--- config.mk ---
export PLATFORM = sky130hd
export DESIGN_NAME = gpio_irq_summary
export DESIGN_NICKNAME = d
export VERILOG_FILES = /design/src/rtl/gpio_irq_summary.sv
export SDC_FILE = /design/constraint.sdc
export NUM_CORES = 1
export LEC_CHECK = 0
export BUFFER_PORTS_ARGS = -buffer_cell sky130_fd_sc_hd__clkbuf_2
export CAP_MARGIN = 20
export CORE_AREA = 3 3 97 99
export DETAILED_ROUTE_END_ITERATION = 8
export DIE_AREA = 0 0 100 102
export PLACE_DENSITY = 0.73
export SYNTH_ARGS = -nofsm -noshare
export SYNTH_HDL_FRONTEND = slang
export SYNTH_SLANG_ARGS = --single-unit
--- constraint.sdc ---
create_clock -name clk -period 1.25 [get_ports clk]
set_input_delay 0.25 -clock clk [delete_from_list [all_inputs] [get_ports clk]]
set_output_delay 0.25 -clock clk [all_outputs]
set_load 0.02 [all_outputs]
--- src/rtl/gpio_irq_summary.sv ---
module gpio_irq_summary #(
  parameter int NPINS    = 184,
  parameter int GRP_PINS = 4,
  parameter int DW       = 32,
  parameter int AW       = 2,
  parameter int EOI_BIT  = 0
) (
  input  logic             clk,
  input  logic             rst_n,
  input  logic [NPINS-1:0] pin_pend,
  input  logic             reg_wr,
  input  logic [AW-1:0]    reg_addr,
  input  logic [DW-1:0]    reg_wdata,
  output logic [DW-1:0]    reg_rdata,
  output logic             host_irq
);

  localparam int NGRP = (NPINS + GRP_PINS - 1) / GRP_PINS;
  localparam int PADW = NGRP * GRP_PINS;
  localparam int SUMW = 2 * DW;
  localparam logic [SUMW-1:0] SUM_MASK =
    (NGRP >= SUMW) ? {SUMW{1'b1}} : ((SUMW'(1) << NGRP) - SUMW'(1));
  localparam logic [DW-1:0] HI_MASK = SUM_MASK[SUMW-1:DW];
  localparam logic [AW-1:0] ADDR_LO  = AW'(0);
  localparam logic [AW-1:0] ADDR_HI  = AW'(1);
  localparam logic [AW-1:0] ADDR_MST = AW'(2);

  logic [PADW-1:0] pend_pad;
  logic [NGRP-1:0] grp_or;
  logic [NGRP-1:0] sum_q;
  logic [SUMW-1:0] sum_full;
  logic            eoi_req;
  logic            gap_q;
  logic            irq_q;
  logic            unused_wdata;

  assign pend_pad = PADW'(pin_pend);

  for (genvar g = 0; g < NGRP; g++) begin : g_grp
    assign grp_or[g] = |pend_pad[g*GRP_PINS +: GRP_PINS];
  end

  always_ff @(posedge clk or negedge rst_n)
    if (!rst_n) sum_q <= '0;
    else        sum_q <= grp_or;

  assign sum_full = SUMW'(sum_q);

  always_comb begin
    case (reg_addr)
      ADDR_LO: reg_rdata = sum_full[DW-1:0];
      ADDR_HI: reg_rdata = sum_full[SUMW-1:DW];
      default: reg_rdata = '0;
    endcase
  end

  assign eoi_req      = reg_wr && (reg_addr == ADDR_MST) && reg_wdata[EOI_BIT];
  assign unused_wdata = ^reg_wdata;

  always_ff @(posedge clk or negedge rst_n) begin
    if (!rst_n) begin
      irq_q <= 1'b0;
      gap_q <= 1'b0;
    end else begin
      gap_q <= eoi_req;
      if (eoi_req || gap_q) irq_q <= 1'b0;
      else if (|sum_q)      irq_q <= 1'b1;
    end
  end

  assign host_irq = irq_q;

  a_r1_idle_clears: assert property (@(posedge clk) disable iff (!rst_n)
    (pin_pend == '0) |=> (sum_q == '0));

  a_r2_hi_unused_zero: assert property (@(posedge clk) disable iff (!rst_n)
    (reg_addr == ADDR_HI) |-> ((reg_rdata & ~HI_MASK) == '0));

  a_r4_rise_needs_group: assert property (@(posedge clk) disable iff (!rst_n)
    $rose(host_irq) |-> $past(|sum_q));

  a_r5_latched: assert property (@(posedge clk) disable iff (!rst_n)
    (host_irq && !eoi_req) |=> host_irq);

  a_r6_eoi_gap: assert property (@(posedge clk) disable iff (!rst_n)
    eoi_req |=> !host_irq ##1 !host_irq);

  a_r7_master_reads_zero: assert property (@(posedge clk) disable iff (!rst_n)
    (reg_addr == ADDR_MST) |-> (reg_rdata == '0));

endmodule

==> impl_metrics.py <==
metrics = {
    "timing": {
        "finalHoldViolCount": 0,
        "fmax_mhz": 694,
        "setup_slack_ps": -191,
        "clock_skew_ps": 11.9,
        "tightest_slew_ps": 366,
        "fin_crit_sh_pct": 115,
        "maxSlewViolCount": 0,
        "maxSlewHeadroom_pct": 75.4,
        "rsz0062_at_grt": "yes",
        "hold_ws_ps": 129,
        "fin_crit_ps": 1440,
        "finalSetupViolCount": 19,
    },
    "logic_synthesis": {
        "syn_nets": 384,
        "yosysSeqAreaShare_pct": 59.3,
        "synth_area_um2": 2030,
        "yosysUniqueCellTypes": 15,
        "avgSynthCellArea_um2": 12.4,
        "ys_ff_latch": 48,
        "yosys_warnings": 0,
        "postSynthCellCount": 163,
    },
    "floorplan": {
        "core_region_area_um2": 8640,
        "start_util_pct": 23.5,
        "io_pins": 254,
        "die_y_um": 102,
        "die-area_um2": 10200,
        "placementRows": 34,
        "fp.dieW_um": 100,
    },
    "finish": {
        "nets": 631,
        "fin_util_pct": 44.1,
        "layout.cells.non_filler": 519,
        "design_area_um2": 3810,
        "fillers": 826,
        "n_antenna_cell": 0,
        "areaGrowthSynthToFinish_pct": 87.9,
        "drive_above_1_share_pct": 67.2,
    },
    "run": {
        "drv_cap": 0,
    },
    "global_routing": {
        "grt_pass1_wl_um": 10400,
        "antenna_found_initial": 0,
        "gr-usage-all-layers_pct": 13.3,
        "grt_pass1_vias": 2207,
        "grt_max_degree": 49,
        "grt-ovfl-total": 0,
    },
    "min_path": {
        "worstHoldPathCells": 2,
        "hold_class": "in -> reg",
        "hold_path_startpoint": "pin_pend[178]",
        "hold-path-endpoint": "sum_q[44]",
    },
    "critical_path": {
        "rr_startpoint": "sum_q[34]",
        "r2r_end": "host_irq",
        "end_kind": "output pin",
        "crit_path_start_kind": "flop",
        "critPathArrivalTime_ps": 1190,
        "crit_required_ps": 1000,
        "crit_type": "reg -> out",
        "regToRegSetupSlack_ps": -70,
        "rr_worst_depth": 3,
        "crit_fanout": 2,
    },
    "clock_network": {
        "clock-sinks": 48,
        "worstSkewPairLatency_ps": 310,
        "cts_buffers": 5,
        "cts_buffer_depth": 2,
        "clockRootBuffer": "clkbuf_8",
        "clk_pin_slew_ps": 100,
        "tritoncts": "yes",
        "htreeDepth": 2,
    },
    "drt": {
        "wire_per_inst_um": 14.6,
        "vias": 2322,
        "drc": 0,
        "drt_iter0_drc": 41,
        "drt.antenna.violating_nets": 0,
        "vias_per_cell": 4.47,
        "routed_wl_um": 7570,
        "drtPass1Iterations": 4,
    },
    "place": {
        "hpwl_um": 6330,
        "post-place-cells": 501,
        "dpl_cell_area_um2": 3380,
        "finalWeightedCongestion": 0.715,
        "io_buffers": 222,
    },
    "power_and_ir_drop": {
        "leakagePower_uw": 0.00184,
        "irDropWorstVdd_mv": 0.396,
        "power_density_nw_per_um2": 874,
    },
    "run_status": {
        "violations": "setup timing",
        "status": "finished, violations left",
    },
}
[synthesized netlist by cell type]
cell type | instances | area share [%]
dfrtp_1 | 48 | 59
nor4_1 | 7 | 2.2
nor2_1 | 15 | 2.8
o31a_1 | 1 | 0.43
nor4_2 | 4 | 2.5
and2_1 | 18 | 5.6
clkbuf_2 | 1 | 0.25
or4_1 | 46 | 17
nor3_1 | 1 | 0.25
and4b_1 | 1 | 0.49
nor2_4 | 1 | 0.56
buf_4 | 2 | 0.74
clkbuf_1 | 1 | 0.19
nand4_1 | 3 | 0.93
mux2i_1 | 14 | 6.9
[how the worst max path moves through the flow]
stage                     slack (ps)         from            end  depth (start not counted)
after floorplan                    7  reg_addr[0]   reg_rdata[0]                          4
after global placement          -150    sum_q[17]       host_irq                          3
after detailed placement        -150    sum_q[17]       host_irq                          3
after CTS                       -180    sum_q[32]   reg_rdata[0]                          4
after global routing            -240    sum_q[12]  reg_rdata[12]                          4
final                           -190     sum_q[0]   reg_rdata[0]                          4
[cell type report]
type / count / area (µm²) / area share (%)
Clock inverter: 2 / 15.0 / 0.394
Sequential cell: 48 / 1200 / 31.5
Timing Repair Buffer: 244 / 1500 / 39.5
Tap cell: 108 / 135 / 3.55
Clock buffer: 6 / 82.6 / 2.17
Multi-Input combinational cell: 111 / 872 / 22.9
[cells by family after synthesis]
kind of cell | share of synthesized area (%)
and+or+nand+nor | 32.2
DFF | 59.3
AOI/OAI and AO/OA | 0.432
buffers and inverters | 1.17
muxes | 6.91
[where the power goes]
part / switching, µW / internal (µW) / leakage [µW] / total (µW)
sequential: 26.8 / 1590 / 0.000444 / 1620
combinational: 290 / 431 / 0.00136 / 721
clock: 542 / 449 / 0.0000434 / 991
total: 859 / 2470 / 0.00184 / 3330
[worst max-delay path: stages, from the launching register on]
cell,delay (ps)
dfrtp_1,410
buf_4,140
mux2i_1,110
nor2_1,70
buf_4,160
[placed cells by master, fill, tap and decap left out, drive strengths merged]
cell | netlist | routed
and2 | 18 | 18
nor4 | 11 | 11
nor2 | 16 | 16
dfrtp | 48 | 48
buf | 2 | 52
o31a | 1 | 1
mux2i | 14 | 14
or4 | 46 | 46
clkbuf | 2 | 197
nand4 | 3 | 3
clkinvlp | 0 | 2
nor3 | 1 | 1
dlygate4sd3 | 0 | 1
and4b | 1 | 1
[layer usage]
| metal | track usage (%) | routed length (µm) | vias up |
|---|---|---|---|
| met1 | 16.3 | 2940 | 1066 |
| met3 | 3.34 | 545 | 4 |
| met2 | 23.8 | 4030 | 129 |
| met5 | 0 | 0 | - |
| li1 | - | - | 1123 |
| met4 | 3.01 | 57 | 0 |
[metrics by stage]
| stage | setup WS [ps] | total power (µW) | TNS (ps) |
|---|---|---|---|
| finish | -191 | 3330 | -1280 |
| CTS | -179 | 3300 | -1680 |
| global route | -243 | 3550 | -3030 |
| global placement | -152 | 2250 | -167 |
| detailed placement | -147 | 2260 | -213 |
| floorplan | 7.11 | 1830 | 0 |
[state kept, by name, indices dropped and copies added, names as in the netlist]
| name | count |
|---|---|
| host_irq | 1 |
| gap_q | 1 |
| sum_q | 46 |
[timing repair]
action,4_1_cts,5_1_grt
resized for setup,16,88
buffers inserted,4,4
pin swaps,2,15
setup endpoints to repair,23,33
endpoints found under the hold margin,48,0
gates cloned,0,1
hold buffers,1,0
No activity file was read; power rests on OpenSTA's default activity.
